<file path="config.mk">
export PLATFORM = sky130hd
export DESIGN_NAME = tcap_channel
export DESIGN_NICKNAME = d
export VERILOG_FILES = /design/src/rtl/tcap_pkg.sv /design/src/rtl/tcap_filter.sv /design/src/rtl/tcap_presc.sv /design/src/rtl/tcap_channel.sv
export SDC_FILE = /design/constraint.sdc
export NUM_CORES = 1
export LEC_CHECK = 0
export BUFFER_PORTS_ARGS = -buffer_cell sky130_fd_sc_hd__buf_4
export CELL_PAD_IN_SITES_DETAIL_PLACEMENT = 1
export CELL_PAD_IN_SITES_GLOBAL_PLACEMENT = 1
export CORE_MARGIN = 5
export CORE_UTILIZATION = 51
export CTS_BUF_LIST = sky130_fd_sc_hd__clkbuf_2 sky130_fd_sc_hd__clkbuf_4 sky130_fd_sc_hd__clkbuf_8
export DETAILED_ROUTE_END_ITERATION = 8
export GPL_TIMING_DRIVEN = 0
export HOLD_SLACK_MARGIN = 0.06
export PLACE_DENSITY_LB_ADDON = 0.15
export SLEW_MARGIN = 15
export SYNTH_ARGS = -nofsm -noshare
export SYNTH_HDL_FRONTEND = slang
export SYNTH_SLANG_ARGS = --single-unit
</file>
<file path="constraint.sdc">
create_clock -name clk -period 3.8 [get_ports clk]
set_input_delay 0.38 -clock clk [delete_from_list [all_inputs] [get_ports clk]]
set_output_delay 0.38 -clock clk [all_outputs]
set_load 0.005 [all_outputs]
</file>
<file path="src/rtl/tcap_pkg.sv">
package tcap_pkg;
  typedef enum logic [1:0] {
    SRC_OUT = 2'b00,
    SRC_OWN = 2'b01,
    SRC_NBR = 2'b10,
    SRC_TRG = 2'b11
  } src_e;

  localparam int FILT_W  = 4;
  localparam int PSC_W   = 2;
  localparam int PCNT_W  = 3;

  // samples needed before the filtered level follows the pin
  function automatic logic [FILT_W-1:0] filt_need(input logic [FILT_W-1:0] f);
    if (f >= 4'd7) return 4'd8;
    return f + 4'd1;
  endfunction

  // number of events per passed event
  function automatic logic [PCNT_W:0] psc_div(input logic [PSC_W-1:0] p);
    return 4'd1 << p;
  endfunction
endpackage

</file>
<file path="src/rtl/tcap_filter.sv">
module tcap_filter
  import tcap_pkg::*;
(
  input  logic              clk,
  input  logic              rst_n,
  input  logic              pin,
  input  logic [FILT_W-1:0] cfg_filt,
  output logic              rise,
  output logic              fall
);
  logic              pin_q, lvl_q, lvl_d;
  logic [FILT_W-1:0] run_q;
  logic [FILT_W-1:0] run_nx;
  logic [FILT_W-1:0] need;

  assign need   = filt_need(cfg_filt);
  assign run_nx = run_q + 4'd1;

  always_ff @(posedge clk or negedge rst_n) begin
    if (!rst_n) begin
      pin_q <= 1'b0;
      lvl_q <= 1'b0;
      lvl_d <= 1'b0;
      run_q <= '0;
    end else begin
      pin_q <= pin;
      lvl_d <= lvl_q;
      if (pin_q != lvl_q) begin
        if (run_nx >= need) begin
          lvl_q <= pin_q;
          run_q <= '0;
        end else begin
          run_q <= run_nx;
        end
      end else begin
        run_q <= '0;
      end
    end
  end

  assign rise = lvl_q & ~lvl_d;
  assign fall = ~lvl_q & lvl_d;
endmodule

</file>
<file path="src/rtl/tcap_presc.sv">
module tcap_presc
  import tcap_pkg::*;
(
  input  logic             clk,
  input  logic             rst_n,
  input  logic             en,
  input  logic [PSC_W-1:0] psc,
  input  logic             ev,
  output logic             fire
);
  logic [PSC_W-1:0]  psc_q;
  logic [PCNT_W-1:0] pcnt_q;
  logic [PCNT_W-1:0] eff;
  logic [PCNT_W:0]   eff_inc;
  logic              clr;

  assign clr     = !en || (psc != psc_q);
  assign eff     = clr ? '0 : pcnt_q;
  assign eff_inc = {1'b0, eff} + 4'd1;
  assign fire    = ev && en && (eff_inc == psc_div(psc));

  always_ff @(posedge clk or negedge rst_n) begin
    if (!rst_n) begin
      psc_q  <= '0;
      pcnt_q <= '0;
    end else begin
      psc_q <= psc;
      if (ev && en) pcnt_q <= fire ? '0 : eff_inc[PCNT_W-1:0];
      else          pcnt_q <= eff;
    end
  end
endmodule

</file>
<file path="src/rtl/tcap_channel.sv">
module tcap_channel
  import tcap_pkg::*;
#(
  parameter int CW = 16
) (
  input  logic              clk,
  input  logic              rst_n,
  input  logic              pin_own,
  input  logic              pin_nbr,
  input  logic              trig_in,
  input  logic [CW-1:0]     cnt_val,
  input  logic [FILT_W-1:0] cfg_filt,
  input  logic              cfg_pol,
  input  logic [1:0]        cfg_src,
  input  logic [PSC_W-1:0]  cfg_psc,
  input  logic              cfg_en,
  input  logic              rd_hi,
  input  logic              rd_lo,
  output logic [CW/2-1:0]   rd_data,
  output logic              cap_flag,
  output logic              ovr_flag
);
  localparam int HW = CW / 2;
  localparam int NPIN = 2;

  logic [NPIN-1:0] pins, rise, fall, pol_ev;
  logic            sel_ev, en_cap, cap_evt, hold, xfer;
  logic            rip_q, pend_q, cflag_q, oflag_q;
  logic [CW-1:0]   shd_q, pre_q;

  assign pins = {pin_nbr, pin_own};

  for (genvar i = 0; i < NPIN; i++) begin : g_in
    tcap_filter u_filt (
      .clk      (clk),
      .rst_n    (rst_n),
      .pin      (pins[i]),
      .cfg_filt (cfg_filt),
      .rise     (rise[i]),
      .fall     (fall[i])
    );
    assign pol_ev[i] = cfg_pol ? fall[i] : rise[i];
  end

  always_comb begin
    case (src_e'(cfg_src))
      SRC_OWN: sel_ev = pol_ev[0];
      SRC_NBR: sel_ev = pol_ev[1];
      SRC_TRG: sel_ev = trig_in;
      default: sel_ev = 1'b0;
    endcase
  end

  assign en_cap = cfg_en && (src_e'(cfg_src) != SRC_OUT);

  tcap_presc u_psc (
    .clk   (clk),
    .rst_n (rst_n),
    .en    (en_cap),
    .psc   (cfg_psc),
    .ev    (sel_ev),
    .fire  (cap_evt)
  );

  // copy is held from the high-byte strobe until the window closes
  assign hold = rip_q || rd_hi;
  assign xfer = pend_q && !hold;

  always_ff @(posedge clk or negedge rst_n) begin
    if (!rst_n) begin
      shd_q   <= '0;
      pre_q   <= '0;
      pend_q  <= 1'b0;
      rip_q   <= 1'b0;
      cflag_q <= 1'b0;
      oflag_q <= 1'b0;
    end else begin
      if (cap_evt) begin
        shd_q  <= cnt_val;
        pend_q <= 1'b1;
      end else if (xfer) begin
        pend_q <= 1'b0;
      end
      if (xfer) pre_q <= shd_q;

      if (rd_hi)      rip_q <= 1'b1;
      else if (rd_lo) rip_q <= 1'b0;

      if (xfer)       cflag_q <= 1'b1;
      else if (rd_lo) cflag_q <= 1'b0;

      if (cap_evt && rip_q) oflag_q <= 1'b1;
      else if (rd_hi)       oflag_q <= 1'b0;
    end
  end

  assign rd_data  = rd_hi ? pre_q[CW-1:HW] : pre_q[HW-1:0];
  assign cap_flag = cflag_q;
  assign ovr_flag = oflag_q;
endmodule

</file>
== After elaboration in Yosys (flattened, before gate mapping) ==
Cells that the tools add are included.
W data, S select, Z words.
Word-level totals
  flip-flop bits (word level): 55
  input bits: 33
  output and inout bits: 10
  word-level logic and storage cells: 76
Cells by class
  add/sub/neg operators: 4
  magnitude comparators: 3
  equality and inequality tests: 7
  shift operators: 1
  mux-type cells: 21
  bitwise logic cells: 8
  reductions and logical operators: 16
Operator list (count)
  $mux W4: 6
  $add A4 B1 Y4 const B: 3
  $mux W1: 10
  $reduce_bool A2 Y1: 5
  $mux W3: 3
  $ge A4 B4 Y1: 2
  $mux W8: 1
  $logic_and A1 B1 Y1: 5
  $add A3 B1 Y4 const B: 1
  $and A1 B1 Y1: 4
  $eq A2 B2 Y1 const B: 2
  $eq A4 B4 Y1: 1
  $ge A4 B3 Y1 const B: 1
  $not A1 Y1: 4
  $reduce_and A2 Y1: 2
  $shl A1 B2 Y4 const A: 1
  $pmux W1 S3: 1
  $eq A2 B1 Y1 const B: 1
  $logic_not A1 Y1: 2
  $logic_or A1 B1 Y1: 2
  $ne A1 B1 Y1: 2
  $ne A2 B2 Y1: 1

== Longest topological paths before layout ==
  depth in word-level cells: 10
  gate-level depth with buffers: 10
  gate-level depth less buffers: 10

== Cells and area by module ==
A second synthesis with hierarchy kept.
Second synthesis, totals
  cells, all modules: 220
  area, all modules: 2795.2 um^2
Modules (own cells, without submodules)
  tcap_channel: times used 1, cells an instance 96, area each 1487.7 um^2, seq. area each 900.9 um^2
  tcap_filter: times used 2, cells an instance 38, area each 436.7 um^2, seq. area each 175.2 um^2
  tcap_presc: times used 1, cells an instance 48, area each 434.2 um^2, seq. area each 125.1 um^2

== Worst setup path before layout ==
No wires, ideal clock.
  path kind: input port to flip-flop
  from: in cfg_filt[0]
  to: reg g_in[0].u_filt.lvl_q
  setup time: 0.125 ns
  arrival time: 2.216 ns
  data required time: 3.675 ns
  setup slack: 1.460 ns
  stages: 9
  buffers on the path: 0
  cell sequence: ha_1 > a21oi_1 > nor2b_1 > ha_1 > nand2b_1 > a21oi_1 > maj3_1 > maj3_1 > mux2_2
Between the ends
  cells in the longest elaborated chain, start to end: 5
  elaborated cells between the ends (all ways): 6
  those cells by class: add/sub: 1; order compare: 2; mux: 2; reduce/logical: 1
RTL lines
  start: declaration: line tcap_channel.sv:12  | input logic [FILT_W-1:0] cfg_filt,
  $ge A4 B3 Y1: line tcap_pkg.sv:15  | if (f >= 4'd7) return 4'd8;
  $mux W1: line tcap_pkg.sv:15
  $mux W4 *: line tcap_pkg.sv:16  | return f + 4'd1;
  $ge A4 B4 Y1 *: line tcap_filter.sv:29  | if (run_nx >= need) begin
  $reduce_and A2 Y1 (no source line) *
  end signal: assignment: line tcap_filter.sv:30  | lvl_q <= pin_q;
  end: declaration: line tcap_filter.sv:11  | logic pin_q, lvl_q, lvl_d;
Every way passes the cells marked *; elsewhere a longest branch is shown, timed or not.
A chain may end at the register's enable or synchronous reset.

== Worst setup path after layout ==
  from: in cfg_filt[0]
  to: reg g_in[1].u_filt.run_q[2]
Between the ends
  cells in the longest elaborated chain, start to end: 6
  elaborated cells between the ends (all ways): 7
  those cells by class: add/sub: 1; order compare: 2; mux: 4
RTL lines
  $ge A4 B3 Y1: line tcap_pkg.sv:15
  $mux W1: line tcap_pkg.sv:15
  $mux W4 *: line tcap_pkg.sv:16
  $ge A4 B4 Y1 *: line tcap_filter.sv:29
  $mux W4 *: line tcap_filter.sv:29
  $mux W4 *: line tcap_filter.sv:28  | if (pin_q != lvl_q) begin
  end signal: assignment: line tcap_filter.sv:33  | run_q <= run_nx;
  end: declaration: line tcap_filter.sv:12  | logic [FILT_W-1:0] run_q;
Marked as above.

==> summary.md <==
| Metric | Value |
|---|---|
| Final setup viols | 0 |
| Max IR drop VDD | 0.3078 mV |
| Die Y-Extent | 81.81 µm |
| Register area share after synthesis | 0.5233 |
| GRT Util Overall | 0.1810 |
| RSZ-0062 raised after global routing | no |
| Avg Vias per Cell | 5.245 |
| Congestion Overflow GR | 0 |
| Fin. Hold Viols | 0 |
| Critical Path End Type | flop |
| Post-route ant nets | 0 |
| Die width | 81.81 µm |
| Nets@finish | 288 |
| Clk sinks | 55 |
| Initial Utilization | 0.5216 |
| Core Area | 5042 µm² |
| Residual DRC | 0 |
| PwrDens | 610.5 nW/µm² |
| H-tree levels | 2 |
| Drt initial violations | 36 |
| Final Cycle Share | 0.6163 |
| Worst Hold Class | input pin to asynchronous set/reset pin |
| Final slew viol count | 0 |
| Kind of critical path | input pin to flop |
| Global-route wire length before repair | 9197 µm |
| Area growth from synthesis to layout | 19.70% |
| Average size of a mapped cell | 13.22 µm² |
| Antenna Cells | 0 |
| Antenna violations before repair | 0 |
| Largest net degree at the start of global routing | 56 |
| Clock Tree Root | clkbuf_8 |
| Worst-Skew Late Latency | 310 ps |
| Synth Warn # | 0 |
| Synth Register Bits | 55 |
| CTS tree | built |
| Post-synth EDFFs | 0 |
| CTS buffer count | 5 |
| Placed cell area | 3033 µm² |
| Row cnt | 26 |
| Total negative slack | 0 ps |
| Layout cells sized above 1 | 0.3896 |
| Final Critical Period | 2342 ps |
| LEAKAGE | 1.552 nW |
| WP data arrival | 2530 ps |
| Maximum clock path buffer count | 2 |
| Routed wire length | 5381 µm |
| Most frequent cells in the layout | dfrtp_1, buf_4, mux2_2, mux2_4 |
| Layout fillers | 521 |
| Drt wl/cell | 16.87 µm |
| Die area | 6693 µm² |
| Max FO, Critical Path | 3 |
| TritonRoute pass-1 iters | 4 |
| Post-route cell area | 3148 µm² |
| Post-CTS setup buffer count | 0 |
| Startpoint Class | input pin |
| Synth cell types | 43 |
| Fin cells | 319 |
| Detailed-route via count | 1673 |
| Port Buffers | 42 |
| Mapped Nets | 239 |
| Resized Gates After CTS | 0 |
| Placer's final routability congestion estimate | 0.7895 |
| Asr flop ratio synth | 1.000 |
| Outcome | finished clean |
| Worst Tran Pin Value | 706.1 ps |
| Number of global-route vias before repair | 1843 |
| Required @ worst endpoint | 3990 ps |
| Max Cap Viol | 0 |
| Register area | 1376 µm² |
| Syn Std Cell Area | 2630 µm² |
| Multi-input gate area | 1195 µm² |
| Most common library cell in the layout ignoring fill and taps | dfrtp_1 |
| Max-slew headroom | 0.5272 |
| HPWL after DPL | 3957 µm |
| Synth Flop Type | dfrtp_1 |
| FMAX | 427.0 MHz |
| Final Power | 1.922 mW |
| # hold bufs at CTS | 0 |
| Skew final | 11.22 ps |
| IO Pins | 43 |
| Worst-path clk slew | 100 ps |
| Synth Instances | 199 |
| Placed Cells | 311 |
## report_power, final
group | internal, mW | total [mW] | switching, mW
combinational | 0.383 | 0.586 | 0.203
sequential | 0.799 | 0.935 | 0.135
clock | 0.207 | 0.401 | 0.194
## cells in the mapped netlist, types with 2 or more instances
master	n	share of area
and3_1	6	0.014
maj3_1	4	0.015
buf_6	2	0.0086
a21o_1	4	0.011
nor2_1	5	0.0071
ha_1	7	0.033
nor3b_1	4	0.011
xor2_1	4	0.013
inv_1	5	0.0071
nor2b_1	5	0.012
o21ai_0	4	0.0076
buf_2	2	0.0038
xnor2_1	6	0.020
mux2_2	26	0.11
dfrtp_1	55	0.52
o211ai_1	2	0.0057
mux2_4	16	0.091
nand2_1	7	0.010
a21oi_1	6	0.011
nand2b_1	5	0.012
nand3_1	2	0.0038
## cell families (layout without fill, tap and decap cells)
family / after synthesis / after routing / share of synthesized area
DFF: 55 / 55 / 0.5233
muxes: 42 / 42 / 0.2027
xor gates and xnor gates: 10 / 10 / 0.03330
adders and majority gates: 11 / 11 / 0.04852
AOI/OAI and AO/OA: 27 / 27 / 0.06946
and+or+nand+nor: 43 / 43 / 0.1004
buffers and inverters: 11 / 61 / 0.02236
## worst max-delay path, cell delays in order
cell and delay (ps):
buf_4 120, ha_1 230, a21oi_1 220, nor2b_1 210
ha_1 140, nand2b_1 90, a21oi_1 70, maj3_1 360
maj3_1 400, and2_1 180, nor2b_1 130
## stage by stage
step                setup WS [ps]    util  hold slack [ps]
floorplan                    1460       -            84.41
global placement             1178  0.6015            444.4
detailed placement           1138  0.6015            453.4
CTS                          1461  0.6243            127.5
global route                 1305  0.6243            147.7
finish                       1458  0.6243            98.25
## state kept, by name, summed over array words and instances, names as in the netlist
signal             count
cap_flag               1
g_in.u_filt.lvl_d      2
g_in.u_filt.lvl_q      2
g_in.u_filt.pin_q      2
g_in.u_filt.run_q      8
ovr_flag               1
pend_q                 1
pre_q                 16
rip_q                  1
shd_q                 16
u_psc.pcnt_q           3
u_psc.psc_q            2
## routing by layer
metal	wire length, µm	GRT usage	vias up
met5	0	0	-
met4	63	0.04485	0
met3	200	0.04167	6
met2	2694	0.2964	27
met1	2423	0.2434	825
li1	-	-	815
## path summary, 6_finish.rpt
| path | slack [ps] | depth (start not counted) | from | to |
|---|---|---|---|---|
| max in group asynchronous | 3230 | 1 | rst_n | g_in[1].u_filt.run_q[0]$_DFF_PN0_ |
| setup reg to reg | 1510 | 6 | g_in[0].u_filt.run_q[0]$_DFF_PN0_ | g_in[0].u_filt.lvl_q$_DFFE_PN0P_ |
| hold reg to reg | 490 | 0 | g_in[1].u_filt.lvl_q$_DFFE_PN0P_ | g_in[1].u_filt.lvl_d$_DFF_PN0_ |
| setup / recovery | 1460 | 11 | cfg_filt[0] | g_in[1].u_filt.run_q[2]$_DFF_PN0_ |
| hold / removal | 100 | 1 | rst_n | u_psc.pcnt_q[0]$_DFF_PN0_ |
| min in group clk | 170 | 1 | pin_own | g_in[0].u_filt.pin_q$_DFF_PN0_ |
## final cells by class
type,count,area share
clock inverters,2,0.01232
repair buffers,42,0.1002
clock buffers,6,0.02424
multi-input cells,133,0.3796
inverters,5,0.005962
flip-flops and latches,55,0.4372
plain buffers,6,0.01272
well taps,70,0.02782
No activity file was read; power rests on OpenSTA's default activity.
